--- src/rtl/regmod_pkg.sv ---
// Shared widths and record helpers for the register modification recorder.
package regmod_pkg;
    localparam int REC_W   = 8;
    localparam int SLOTS   = 2;
    localparam int WORD_W  = REC_W * SLOTS;
    localparam int FRZ_W   = 3;
    localparam int CNT_W   = $clog2(SLOTS + 1);

    typedef logic [REC_W-1:0]  rec_t;
    typedef logic [WORD_W-1:0] word_t;
endpackage

--- src/rtl/regmod_stage.sv ---
// Staging word: collects up to SLOTS records per instruction.
// Assumes insn_start is a single-cycle pulse per fetch; records in the
// same cycle as insn_start belong to the new instruction.
module regmod_stage
    import regmod_pkg::*;
(
    input  logic  clk,
    input  logic  rst_n,
    input  logic  insn_start,
    input  logic  rec_valid,
    input  rec_t  rec_data,
    output word_t stage_q,
    output word_t stage_next,
    output logic  err_q
);
    logic [CNT_W-1:0] cnt_q, cnt_base, cnt_next;
    word_t            base;
    logic             accept, err_next;

    // Combine the instruction clear with the incoming record.
    always_comb begin
        base       = insn_start ? '0 : stage_q;
        cnt_base   = insn_start ? '0 : cnt_q;
        accept     = rec_valid && (rec_data != '0) && (cnt_base < CNT_W'(SLOTS));
        err_next   = rec_valid && !accept;
        stage_next = base;
        cnt_next   = cnt_base;
        if (accept) begin
            for (int s = 0; s < SLOTS; s++) begin
                if (cnt_base == CNT_W'(s))
                    stage_next[s*REC_W +: REC_W] = rec_data;
            end
            cnt_next = cnt_base + 1'b1;
        end
    end

    // Register the staging word, the slot count and the error pulse.
    always_ff @(posedge clk) begin
        if (!rst_n) begin
            stage_q <= '0;
            cnt_q   <= '0;
            err_q   <= 1'b0;
        end else begin
            stage_q <= stage_next;
            cnt_q   <= cnt_next;
            err_q   <= err_next;
        end
    end

    assert_zero_rec_flags_R6: assert property (@(posedge clk) disable iff (!rst_n)
        (rec_valid && rec_data == '0) |=> err_q);
    assert_stage_kept_on_zero_R6: assert property (@(posedge clk) disable iff (!rst_n)
        (rec_valid && rec_data == '0 && !insn_start) |=> $stable(stage_q));
    assert_count_bounded_R7: assert property (@(posedge clk) disable iff (!rst_n)
        cnt_q <= CNT_W'(SLOTS));
endmodule

--- src/rtl/regmod_commit.sv ---
// Visible register: loads the staged word on an unfrozen abort.
// Assumes freeze bits are the abort-reason bits of the status register.
module regmod_commit
    import regmod_pkg::*;
(
    input  logic             clk,
    input  logic             rst_n,
    input  logic             abort_commit,
    input  logic [FRZ_W-1:0] freeze_bits,
    input  word_t            stage_next,
    output word_t            vis_q,
    output logic             frozen
);
    // Freeze when any reason bit is set.
    always_comb frozen = |freeze_bits;

    // Load the visible copy on an abort unless frozen.
    always_ff @(posedge clk) begin
        if (!rst_n)                       vis_q <= '0;
        else if (abort_commit && !frozen) vis_q <= stage_next;
    end

    assert_frozen_holds_R9: assert property (@(posedge clk) disable iff (!rst_n)
        (freeze_bits != '0) |=> $stable(vis_q));
    assert_only_abort_changes_R10: assert property (@(posedge clk) disable iff (!rst_n)
        !abort_commit |=> $stable(vis_q));
endmodule

--- src/rtl/regmod_recorder.sv ---
// Top: register modification recorder. Stages per-instruction records and
// exposes them on an abort; holds both visible registers while frozen.
module regmod_recorder
    import regmod_pkg::*;
(
    input  logic        clk,
    input  logic        rst_n,
    input  logic        insn_start,
    input  logic        rec_valid,
    input  logic [7:0]  rec_data,
    input  logic        abort_commit,
    input  logic [2:0]  freeze_bits,
    output logic [15:0] mod_reg,
    output logic        addr_hold,
    output logic        rec_err
);
    word_t stage_q, stage_next, vis_q;
    logic  frozen;

    regmod_stage u_stage (
        .clk(clk), .rst_n(rst_n), .insn_start(insn_start),
        .rec_valid(rec_valid), .rec_data(rec_data),
        .stage_q(stage_q), .stage_next(stage_next), .err_q(rec_err)
    );

    regmod_commit u_commit (
        .clk(clk), .rst_n(rst_n), .abort_commit(abort_commit),
        .freeze_bits(freeze_bits), .stage_next(stage_next),
        .vis_q(vis_q), .frozen(frozen)
    );

    // Drive the outputs.
    always_comb begin
        mod_reg   = vis_q;
        addr_hold = frozen;
    end

    assert_hold_tracks_freeze_R9: assert property (@(posedge clk) disable iff (!rst_n)
        addr_hold == (freeze_bits != 3'b000));
    assert_start_clears_R2: assert property (@(posedge clk) disable iff (!rst_n)
        (insn_start && !rec_valid) |=> stage_q == '0);
    assert_err_one_cycle_R7: assert property (@(posedge clk) disable iff (!rst_n)
        (rec_err && !$past(rec_valid)) |-> 1'b0);
endmodule

--- config.mk ---
export PLATFORM = sky130hd
export DESIGN_NAME = regmod_recorder
export DESIGN_NICKNAME = d
export VERILOG_FILES = /design/src/rtl/regmod_pkg.sv /design/src/rtl/regmod_stage.sv /design/src/rtl/regmod_commit.sv /design/src/rtl/regmod_recorder.sv
export SDC_FILE = /design/constraint.sdc
export NUM_CORES = 1
export LEC_CHECK = 0
export ABC_AREA = 1
export BUFFER_PORTS_ARGS = -buffer_cell sky130_fd_sc_hd__buf_2
export CORE_ASPECT_RATIO = 1.75
export CORE_MARGIN = 1
export CORE_UTILIZATION = 57
export CTS_CLUSTER_DIAMETER = 120
export DETAILED_ROUTE_END_ITERATION = 12
export PLACE_DENSITY = 0.8
export SLEW_MARGIN = 20
export SYNTH_ARGS = -nofsm -noshare
export SYNTH_HDL_FRONTEND = slang
export SYNTH_HIERARCHICAL = 1
export SYNTH_SLANG_ARGS = --single-unit
export TNS_END_PERCENT = 5
--- constraint.sdc ---
create_clock -name clk -period 2.8 [get_ports clk]
set_clock_uncertainty 0.1 [all_clocks]
set_input_delay 0.7 -clock clk [delete_from_list [all_inputs] [get_ports clk]]
set_output_delay 0.7 -clock clk [all_outputs]
set_load 0.02 [all_outputs]
==> results.md, run 1 <==
- Internal power: 0.7950 mW
- Place WS: 376.7 ps
- Initial antenna violation count: 0
- Clk slew on worst S/H paths: 60 ps
- Comb pwr share: 0.202
- Sequential-to-total area share from yosys stat: 0.3123
- Site Rows: 29
- Setup Fix Bufs, Post-CTS: 0
- Syn Nets: 376
- Post-CTS sizing: 0
- Post-synth EDFFs: 0
- Sequential Power Share: 0.470
- Netlist cell types: 24
- TNS Setup: 0 ps
- Met1 GRT Util: 0.2558
- Post-DR vias/cell: around 4.7
- Clk_lat worst skew: 290 ps
- Synth Flop Type: dfxtp_1
- Max VDD drop: 0.3229 mV
- Critical Setup Path Class: input port to register
- Endpoints failing setup: 0
- Max Fanout on Critical Path: 9
- CP Capture Point: u_commit/vis_q[9]
- Share of flip-flops with an asynchronous set or reset: 0
- Global-route wire length before repair: 7.803 mm
- Final min period: 2160 ps
- # clock sinks: 35
- Hold Path Class: register to register
- P_sw: between 0.3 and 0.4 mW
- Area grow syn2layout: 9.649%
- Layout cells sized above 1: 0.2312
- Worst reg2reg setup slack: around 900 ps
- DRC: 0
- Clk pwr share: 0.328
- Leakage power figure: roughly 1.4 nW
- Core area: 3701 µm²
- Post-DP HPWL: 3.337 mm
- Syn Inst Count: between 300 and 400
- Die width: 49.43 µm
- Die area: 4201 µm²
- Wire per inst: 10.49 µm
- Root buffer cell: clkbuf_8
- Total number of vias: slightly above 2000
- Largest cells by area after synthesis: dfxtp_1 (31%), nand2_1 (16%), inv_1 (14%), nor2_1 (5.9%), nand3_1 (5.8%)
- Outcome: complete, no violations
- Reg2reg path depth: 13
- Worst reg2reg path endpoint: u_commit/vis_q[1]
- Least-Margin Pin Slew: 605.8 ps
- Detailed router's first-iteration violation count: 66
- Critical Path Start: insn_start
- Syn_area_per_cell: 6.266 µm²
- Fillers: 375
- Max Slew Vio Count: 0
- Switching power share of the total: 0.3024
- I/O pins: 34
- H-tree Lvls: 2
- 1st-pass router iterations: 4
- CP endpoint kind: register
- Critical Path Source Type: input port
- R2r startpoint: u_stage/cnt_q[1]
- Placer congestion estimate: 0.8975
- Setup WS post-layout: 639.6 ps
- Antenna diodes: 0
- #FFs+latches synth: 35
- Nets: 403
- Antenna Violating Nets Remaining: 0
- Max-Cap Viols: 0
- Buffers added on ports: 33
- RSZ-0062 raised after global routing: false
- CP required: 2890 ps
- Count leader, synth: nand2_1
- Achievable Freq: approximately 460 MHz
- GRT Resource Usage Total: 0.2405
- Total Power: between 1 and 1.5 mW
- Initial Util: 0.6062
- Vias in the first global route: 1856
- CTS max path bufs: 2
- Ys Warns: 6
- Met3 Usage GRT: 0.03763
- CTS tree: built
- Pin count of the biggest net entering global routing: 33
- Top Usage Layer GRT: met2
- Met2 Use GR: 0.4433
- Number of CTS-inserted buffers: 5
- Hold_buf cts: 0
- Tcrit/Tclk final: 0.7716
- Slew headroom: 0.5946
- GRT overflow: 0
- Yosys top cell area share: 0.3123
- Final wirelength: between 4 and 5 mm
- Fin. Hold Viols: 0
- Die Y: 84.99 µm
- Synth top cells by count: nand2_1 (98), inv_1 (81), dfxtp_1 (35), nor2_1 (35), nand3_1 (26)
- Yosys top cell by area: dfxtp_1
- Area of the mapped netlist: 2243 µm²
- CP arrival: roughly 2300 ps
- PwrDens: around 460 nW/µm²
==> through the flow <==
| step | instances | hold WS [ps] | cell area, µm² | util |
|---|---|---|---|---|
| 4_1_cts | 431 | 405.9 | 2460 | 0.6646 |
| 2_1_floorplan | 358 | 389.0 | 2243 | - |
| 3_3_place_gp | 424 | 392.7 | 2372 | 0.6410 |
| 6_report | 431 | 403.8 | 2460 | 0.6646 |
| 5_1_grt | 431 | 436.0 | 2460 | 0.6646 |
| 3_5_place_dp | 424 | 392.8 | 2372 | 0.6410 |
==> metal layers <==
layer,share of wire,up-vias,wire (µm)
li1,-,1095,-
met2,0.52,59,2368
met5,0,-,0
met1,0.40,864,1825
met4,0.027,0,122
met3,0.045,10,205
==> critical path: stages <==
cell and delay, ps:
buf_2 100, inv_2 70, nand2_1 70, inv_1 90, ha_1 300, inv_1 190
nand3_1 140, nand2_1 70, inv_1 70, nand3_2 70, nand2_2 100, inv_2 30
inv_1 40, nand4_1 80, nand2_1 80, nor2_1 40
==> power by group through the flow <==
stage	combinational [mW]	clock [mW]	sequential [mW]
4_1_cts	0.231	0.382	0.536
3_5_place_dp	0.230	0	0.547
3_3_place_gp	0.226	0	0.547
5_1_grt	0.262	0.399	0.538
2_1_floorplan	0.172	0	0.556
6_report	0.230	0.374	0.536
==> area by class of cell <==
class,count,area [µm²],share of cell area
multi-input combinational,218,1090,0.4430
sequential,35,700.7,0.2848
inverter,89,336.6,0.1368
timing repair buffer,36,187.7,0.07630
clock buffer,6,82.58,0.03357
tap,46,57.56,0.02340
clock inverter,1,5.005,0.002035
==> worst min-delay path by stage <==
stage	end	from	depth (start not counted)	slack [ps]
floorplan	u_stage/cnt_q[1]	u_stage/cnt_q[1]	2	390
global placement	u_commit/vis_q[7]	u_commit/vis_q[7]	4	390
detailed placement	u_commit/vis_q[4]	u_commit/vis_q[4]	4	390
CTS	u_commit/vis_q[4]	u_commit/vis_q[4]	4	410
global route	u_commit/vis_q[3]	u_commit/vis_q[3]	4	440
finish	u_commit/vis_q[4]	u_commit/vis_q[4]	4	400
==> sequential cells by signal, indices dropped and copies added, names as in the netlist <==
name,flops
u_stage/err_q,1
u_commit/vis_q,16
u_stage/cnt_q,2
u_stage/stage_q,16
==> cells by family (layout without fill, tap and decap cells) <==
group | count (synthesis) | after routing | synth area share
adder cells (fa/ha/maj) | 2 | 2 | 0.01115
AO/OA/AOI/OAI | 2 | 2 | 0.009481
AND/OR/NAND/NOR | 214 | 214 | 0.4651
flip-flops | 35 | 35 | 0.3123
buffers and inverters | 105 | 132 | 0.2019
==> cell usage in the layout, fill, tap and decap left out <==
cell type and instances:
nor2_1 35, o21ai_4 1, clkbuf_8 6, nand4_1 16, nand2_4 3, inv_1 81
nor2_8 1, nor2_2 6, nand3_4 1, buf_2 33, clkinv_2 1, ha_1 2
nand3_2 8, dfxtp_1 35, nand2_1 98, a21oi_1 1, inv_2 5, buf_4 3
inv_4 1, nand2_2 20, nand3_1 26, clkinv_1 2
No activity file was read; power rests on OpenSTA's default activity.
==> run 2: changes to the inputs <==
--- a/config.mk
+++ b/config.mk
@@ -9,10 +9,10 @@
 export BUFFER_PORTS_ARGS = -buffer_cell sky130_fd_sc_hd__buf_2
 export CORE_ASPECT_RATIO = 1.75
 export CORE_MARGIN = 1
-export CORE_UTILIZATION = 57
+export CORE_UTILIZATION = 51
 export CTS_CLUSTER_DIAMETER = 120
 export DETAILED_ROUTE_END_ITERATION = 12
-export PLACE_DENSITY = 0.8
+export PLACE_DENSITY = 0.76
 export SLEW_MARGIN = 20
 export SYNTH_ARGS = -nofsm -noshare
 export SYNTH_HDL_FRONTEND = slang
==> constraint.sdc (replaced) <==
create_clock -name clk -period 1.85 [get_ports clk]
set_clock_uncertainty 0.1 [all_clocks]
set_input_delay 0.4625 -clock clk [delete_from_list [all_inputs] [get_ports clk]]
set_output_delay 0.4625 -clock clk [all_outputs]
set_load 0.02 [all_outputs]
==> run 2 against run 1 <==
Against the previous run:
- routed wire length increased by 5.5%
- clock power increased by 91%
- largest power group unchanged
- highest routed layer unchanged
- cell count increased by 7.4%
- via count increased by 4.5%
- sequential power increased by 52%
==> results.md, run 2 (synthesis results as in run 1) <==
- Initial antenna violation count: 0 (unchanged)
- Placed cells: 455 (was 424)
- Fin. Hold Viols: 0 (unchanged)
- Most common cell on crit path: inv_1 (unchanged)
- Endpoints failing setup: 0 (unchanged)
- CP endpoint kind: register (unchanged)
- Post-CTS sizing: 0 (unchanged)
- CTS max path bufs: 2 (unchanged)
- Post-layout util: 0.6538 (was 0.6646)
- Number of CTS-inserted buffers: 5 (unchanged)
- Instance area at placement: 2619 µm² (was 2372 µm²)
- Critical Setup Path Class: register to register (was input port to register)
- Setup Fix Bufs, Post-CTS: 0 (unchanged)
- Least-Margin Pin Slew: 312.0 ps (was 605.8 ps)
- Max Fanout on Critical Path: 9 (unchanged)
- Max Slew Vio Count: 0 (unchanged)
- Slew headroom: 0.7920 (was 0.5946)
- Layout cells sized above 1: 0.2995 (was 0.2312)
- Buffers added on ports: 33 (unchanged)
- CP cell instances: nand2_4 > ha_2 > inv_2 > nand3_1 > nand2_1 > inv_1 > nand3_1 > nand2_2 > inv_1 > inv_1 > nand4_1 > nand2_1 > nor2_1 (was buf_2 > inv_2 > nand2_1 > inv_1 > ha_1 > inv_1 > nand3_1 > nand2_1 > inv_1 > nand3_2 > nand2_2 > inv_2 > inv_1 > nand4_1 > nand2_1 > nor2_1)
- Max VDD drop: 0.5971 mV (was 0.3229 mV)
- Post-DP HPWL: 3.594 mm (was 3.337 mm)
- Commonest non-fill, non-tap cell in the layout: nand2_1 (unchanged)
- Achievable Freq: 607.0 MHz
- Crit-path slowest cell: dfxtp_1 (was ha_1)
- Antenna diodes: 0 (unchanged)
- Place WS: -152.1 ps (was 376.7 ps)
- Most frequent cells in the layout: nand2_1 (97), inv_1 (78), nor2_1 (35), dfxtp_1 (35), buf_2 (33) (was nand2_1 (98), inv_1 (81), nor2_1 (35), dfxtp_1 (35), buf_2 (33))
- # clock sinks: 35 (unchanged)
- Area grow syn2layout: 22.09% (was 9.649%)
- Wire per inst: 10.30 µm (was 10.49 µm)
- Hold Path Class: input port to register (was register to register)
- I/O pins: 34 (unchanged)
- Total number of vias: 2120 (was 2028)
- Site Rows: 31 (was 29)
- Post-DR vias/cell: 4.579 (was 4.705)
- PwrDens: 709.7 nW/µm² (was 463.3 nW/µm²)
- Die Y: 89.74 µm (was 84.99 µm)
- Nets: 431 (was 403)
- Placer congestion estimate: 0.9839 (was 0.8975)
- Largest registers: u_commit/vis_q x16, u_stage/stage_q x16, u_stage/cnt_q x2 (unchanged)
- CP max stage delay: 320 ps (was 300 ps)
- Clk slew on worst S/H paths: 70 ps (was 60 ps)
- Die area: 4678 µm² (was 4201 µm²)
- Root buffer cell: clkbuf_8 (unchanged)
- Max-Cap Viols: 0 (unchanged)
- Cell area after layout: 2739 µm² (was 2460 µm²)
- Antenna Violating Nets Remaining: 0 (unchanged)
- Final min period: 1648 ps
- CP delay by family, top: simple AND/OR/NAND/NOR gates (unchanged)
- CP arrival: 1740 ps (was 2250 ps)
- Fillers: 397 (was 375)
- WHS: 313.8 ps (was 403.8 ps)
- Pin count of the biggest net entering global routing: 25 (was 33)
- Leakage power figure: 1.598 nW (was 1.450 nW)
- GRT Resource Usage Total: 0.2293 (was 0.2405)
- Setup WS post-layout: 202.5 ps (was 639.6 ps)
- Die width: 52.14 µm (was 49.43 µm)
- RSZ-0062 raised after global routing: false (unchanged)
- Clk_lat worst skew: 280 ps (was 290 ps)
- H-tree Lvls: 2 (unchanged)
- CTS tree: built (unchanged)
- Detailed router's first-iteration violation count: 101 (was 66)
- Vias in the first global route: 1887 (was 1856)
- DRC: 0 (unchanged)
- Global-route wire length before repair: 8.217 mm (was 7.803 mm)
- Outcome: complete, no violations (unchanged)
- Tcrit/Tclk final: 0.8906
- Initial Util: 0.5355 (was 0.6062)
- Finished Layout Cells: 463 (was 431)
- CP required: 1940 ps (was 2890 ps)
- Final wirelength: 4.771 mm (was 4.521 mm)
- Critical Path Source Type: register (was input port)
- Hold_buf cts: 0 (unchanged)
- 1st-pass router iterations: 4 (unchanged)
- Buf/Inv on CP: 4 (was 7)
- GRT overflow: 0 (unchanged)
- Core area: 4189 µm² (was 3701 µm²)
[run 2: area by class of cell]
type                    count  area, µm²  area share
clock inverters             2      35.03     0.01279
flip-flops and latches     35      700.7      0.2558
inverters                  89      339.1      0.1238
repair buffers             64      422.9      0.1544
multi-input cells         218       1097      0.4006
well taps                  49      61.31     0.02238
clock buffers               6      82.58     0.03015
[run 2: final timing paths]
kind	startpoint	depth (start not counted)	slack, ps	to
max	u_stage/cnt_q[1]	13	200	u_commit/vis_q[5]
min	rec_valid	3	310	u_stage/err_q
max reg2reg	u_stage/cnt_q[1]	13	200	u_commit/vis_q[5]
min reg2reg	u_commit/vis_q[8]	4	410	u_commit/vis_q[8]
[run 2: where the power goes]
group	total, mW	switching (mW)	internal (mW)
clock network	0.714	0.278	0.436
registers	0.813	0.0204	0.792
logic	0.417	0.241	0.175
[run 2: layer usage]
layer,vias to the layer above,track usage,wire [µm]
met5,-,0,0
met4,0,0.1272,170
met3,17,0.03553,191
met2,70,0.3974,2511
met1,877,0.2518,1898
li1,1156,-,-
[run 2: stage by stage]
step | total power [mW] | setup TNS (ps)
after floorplan | 1.106 | -12.21
after global placement | 1.237 | -901.5
after detailed placement | 1.245 | -1507
after CTS | 1.960 | 0
after global routing | 2.065 | 0
final | 1.944 | 0
[run 2: worst register-to-register path, cell delays in order (launching register included)]
cell and delay [ps]:
dfxtp_1 320, nand2_4 80, ha_2 260, inv_2 110
nand3_1 130, nand2_1 80, inv_1 60, nand3_1 80
nand2_2 90, inv_1 40, inv_1 40, nand4_1 80
nand2_1 70, nor2_1 30
==> run 3: changes to the inputs <==
--- a/config.mk
+++ b/config.mk
@@ -5,7 +5,6 @@
 export SDC_FILE = /design/constraint.sdc
 export NUM_CORES = 1
 export LEC_CHECK = 0
-export ABC_AREA = 1
 export BUFFER_PORTS_ARGS = -buffer_cell sky130_fd_sc_hd__buf_2
 export CORE_ASPECT_RATIO = 1.75
 export CORE_MARGIN = 1
==> run 3 against run 2 <==
Against the previous run:
- first-iteration DRC count down 63%
- critical path type is now input port to output port
- sequential share of layout area grew 0.57 points
- critical path depth fell by 10
- largest power group unchanged
- synthesized area shrank 2.7%
- worst hold slack gained 9.5 ps
- utilization shrank 0.23 points
- routed wire length shrank 4.5%
- synthesized cell count decreased by 30%
- register-to-register slack got worse by 120 ps
- setup slack got worse by 120 ps
- sequential power shrank 3.6%
==> results.md, run 3 <==
- Cell area after layout: 2679 µm² (was 2739 µm²)
- Post-synth EDFFs: 0 (unchanged)
- Hold Path Class: input port to register (unchanged)
- Buffers added on ports: 33 (unchanged)
- Tcrit/Tclk final: 0.9571 (was 0.8906)
- Share of flip-flops with an asynchronous set or reset: 0 (unchanged)
- Max Fanout on Critical Path: 2 (was 9)
- Antenna diodes: 0 (unchanged)
- Final min period: 1771 ps (was 1648 ps)
- Post-layout util: 0.6516 (was 0.6538)
- H-tree Lvls: 2 (unchanged)
- Die Y: 88.53 µm (was 89.74 µm)
- RSZ-0062 raised after global routing: false (unchanged)
- Placed cells: 332 (was 455)
- Crit-path slowest cell: or3_2 (was dfxtp_1)
- Yosys top cell area share: 0.3211 (was 0.3123)
- Finished Layout Cells: 340 (was 463)
- Initial Util: 0.5307 (was 0.5355)
- Pin count of the biggest net entering global routing: 69 (was 25)
- Switching power share of the total: 0.2562 (was 0.2779)
- Antenna Violating Nets Remaining: 0 (unchanged)
- Die area: 4554 µm² (was 4678 µm²)
- # clock sinks: 35 (unchanged)
- Wire per inst: 13.41 µm (was 10.30 µm)
- Achievable Freq: 564.8 MHz (was 607.0 MHz)
- Detailed router's first-iteration violation count: 37 (was 101)
- Syn_area_per_cell: 8.694 µm² (was 6.266 µm²)
- Critical Setup Path Class: input port to output port (was register to register)
- Instance area at placement: 2569 µm² (was 2619 µm²)
- Number of CTS-inserted buffers: 5 (unchanged)
- Comb pwr share: 0.169 (was 0.214)
- Fin. Hold Viols: 0 (unchanged)
- CP required: 1290 ps (was 1940 ps)
- Area grow syn2layout: 22.76% (was 22.09%)
- Sequential Power Share: 0.468 (was 0.418)
- I/O pins: 34 (unchanged)
- Worst reg2reg setup slack: 80 ps (was 200 ps)
- Sequential-to-total area share from yosys stat: 0.3211 (was 0.3123)
- Synth Flop Type: dfxtp_1 (unchanged)
- Layout cells sized above 1: 0.2921 (was 0.2995)
- Count leader, synth: mux2i_1 (was nand2_1)
- Max VDD drop: 0.4905 mV (was 0.5971 mV)
- Critical Path Source Type: input port (was register)
- GRT overflow: 0 (unchanged)
- Largest registers: u_commit/vis_q x16, u_stage/stage_q x16, u_stage/cnt_q x2 (unchanged)
- Max Slew Vio Count: 0 (unchanged)
- Vias in the first global route: 1678 (was 1887)
- Core area: 4111 µm² (was 4189 µm²)
- Initial antenna violation count: 0 (unchanged)
- Post-DP HPWL: 3.169 mm (was 3.594 mm)
- Netlist cell types: 23 (was 24)
- Site Rows: 31 (unchanged)
- P_sw: 0.4291 mW (was 0.5402 mW)
- CP endpoint kind: output port (was register)
- Most frequent cells in the layout: mux2i_1 (49), nand2_1 (36), dfxtp_1 (35), buf_2 (33), nor2_1 (17) (was nand2_1 (97), inv_1 (78), nor2_1 (35), dfxtp_1 (35), buf_2 (33))
- Ys Warns: 6 (unchanged)
- Syn Inst Count: 251 (was 358)
- Commonest non-fill, non-tap cell in the layout: mux2i_1 (was nand2_1)
- TNS Setup: 0 ps (unchanged)
- Largest cells by area after synthesis: dfxtp_1 (32%), mux2i_1 (22%), nand2_1 (6.2%), nand3b_1 (5.5%), nor3b_1 (5.5%) (was dfxtp_1 (31%), nand2_1 (16%), inv_1 (14%), nor2_1 (5.9%), nand3_1 (5.8%))
- Total number of vias: 1827 (was 2120)
- Nets: 308 (was 431)
- Area of the mapped netlist: 2182 µm² (was 2243 µm²)
- Root buffer cell: clkbuf_8 (unchanged)
- #FFs+latches synth: 35 (unchanged)
- Hold path depth: 3 (unchanged)
- CP max stage delay: 460 ps (was 320 ps)
- Fillers: 380 (was 397)
- DRC: 0 (unchanged)
- Die width: 51.45 µm (was 52.14 µm)
- GRT Resource Usage Total: 0.2179 (was 0.2293)
- Clk_lat worst skew: 280 ps (about the same)
- Post-DR vias/cell: 5.374 (was 4.579)
- Slew headroom: 0.6927 (was 0.7920)
- Leakage power figure: 1.065 nW (was 1.598 nW)
- Worst reg2reg path endpoint: u_commit/vis_q[9] (was u_commit/vis_q[5])
- Placer congestion estimate: 0.7231 (was 0.9839)
- Final wirelength: 4.558 mm (was 4.771 mm)
- PwrDens: 625.1 nW/µm² (was 709.7 nW/µm²)
- Most common cell on crit path: buf_2 (was inv_1)
- R2r startpoint: u_stage/cnt_q[1] (unchanged)
- Buf/Inv on CP: 2 (was 4)
- Hold_buf cts: 0 (unchanged)
- 1st-pass router iterations: 4 (unchanged)
- Endpoints failing setup: 0 (unchanged)
- Synth top cells by count: mux2i_1 (49), nand2_1 (36), dfxtp_1 (35) (was nand2_1 (98), inv_1 (81), dfxtp_1 (35), nor2_1 (35), nand3_1 (26))
- CP arrival: 1210 ps (was 1740 ps)
- Reg2reg path depth: 7 (was 13)
- CP cell instances: buf_2 > or3_2 > buf_2 (was nand2_4 > ha_2 > inv_2 > nand3_1 > nand2_1 > inv_1 > nand3_1 > nand2_2 > inv_1 > inv_1 > nand4_1 > nand2_1 > nor2_1)
- CP delay by family, top: simple AND/OR/NAND/NOR gates (unchanged)
- Hold_sp: rec_valid (unchanged)
- Global-route wire length before repair: 7.479 mm (was 8.217 mm)
- Least-Margin Pin Slew: 461.0 ps (was 312.0 ps)
- Outcome: complete, no violations (unchanged)
- Clk slew on worst S/H paths: 70 ps (about the same)
- Clk pwr share: 0.363 (was 0.367)
- Max-Cap Viols: 0 (unchanged)
- Yosys top cell by area: dfxtp_1 (unchanged)
- CTS max path bufs: 2 (unchanged)
- Internal power: 1.245 mW (was 1.404 mW)
- Syn Nets: 269 (was 376)
- Hold Path End: u_stage/err_q (unchanged)
- CTS tree: built (unchanged)
==> run 3: cell type report <==
cell class	count	area (µm²)	share of cell area
multi-input cells	194	1468	0.5479
inverters	3	11.26	0.004204
flip-flops and latches	35	700.7	0.2616
repair buffers	51	337.8	0.1261
well taps	49	61.31	0.02289
clock buffers	8	100.1	0.03737
==> run 3: metrics by stage <==
stage | total power [mW] | hold WS, ps | setup slack (ps)
finish | 1.674 | 323.3 | 79.45
global route | 1.750 | 333.6 | 0.5640
CTS | 1.687 | 323.8 | 78.60
detailed placement | 1.081 | 344.5 | -100.5
global placement | 1.075 | 340.8 | -84.03
floorplan | 1.000 | 366.9 | 26.31
==> run 3: per-layer routing <==
metal  routed length [µm]  global-route usage
met5                    0                   0
met4                  131             0.09582
met3                  143             0.03780
met2                 2352              0.3790
met1                 1931              0.2563
==> run 3: worst reg2reg max path, cell delays in order (launching register included) <==
cell and delay, ps:
dfxtp_1 300, nor2b_2 140, buf_4 140, a211oi_4 260
buf_12 240, mux2i_1 270, nand2_1 80, mux2i_1 150
==> run 3: how the worst max path moves through the flow <==
stage | start | end | cells past startpoint
after global placement | insn_start | u_commit/vis_q[3] | 9
after global routing | u_stage/cnt_q[1] | u_commit/vis_q[9] | 7
after floorplan | insn_start | u_commit/vis_q[6] | 9
after detailed placement | insn_start | u_commit/vis_q[1] | 9
after CTS | freeze_bits[1] | addr_hold | 3
final | freeze_bits[1] | addr_hold | 3
==> run 3: repair_timing <==
| action | CTS | global route |
|---|---|---|
| resized for setup | 0 | 1 |
| setup buffers | 0 | 0 |
| setup endpoints to repair | 0 | 6 |
| hold endpoints to repair | 0 | 0 |
==> run 3: cell families (layout without fill, tap and decap cells) <==
kind of cell | after synthesis | in the layout | synth area share
adder cells (fa/ha/maj) | 2 | 2 | 0.01147
multiplexers | 49 | 49 | 0.2248
flip-flops | 35 | 35 | 0.3211
AO/OA/AOI/OAI | 20 | 20 | 0.05390
AND/OR/NAND/NOR | 123 | 123 | 0.3297
buffers and inverters | 22 | 62 | 0.05906
==> run 3: power groups by stage <==
stage	clock network (mW)	registers, mW	logic (mW)
global placement	0	0.800	0.275
global route	0.656	0.785	0.308
finish	0.607	0.784	0.284
floorplan	0	0.802	0.198
CTS	0.621	0.783	0.282
detailed placement	0	0.801	0.280
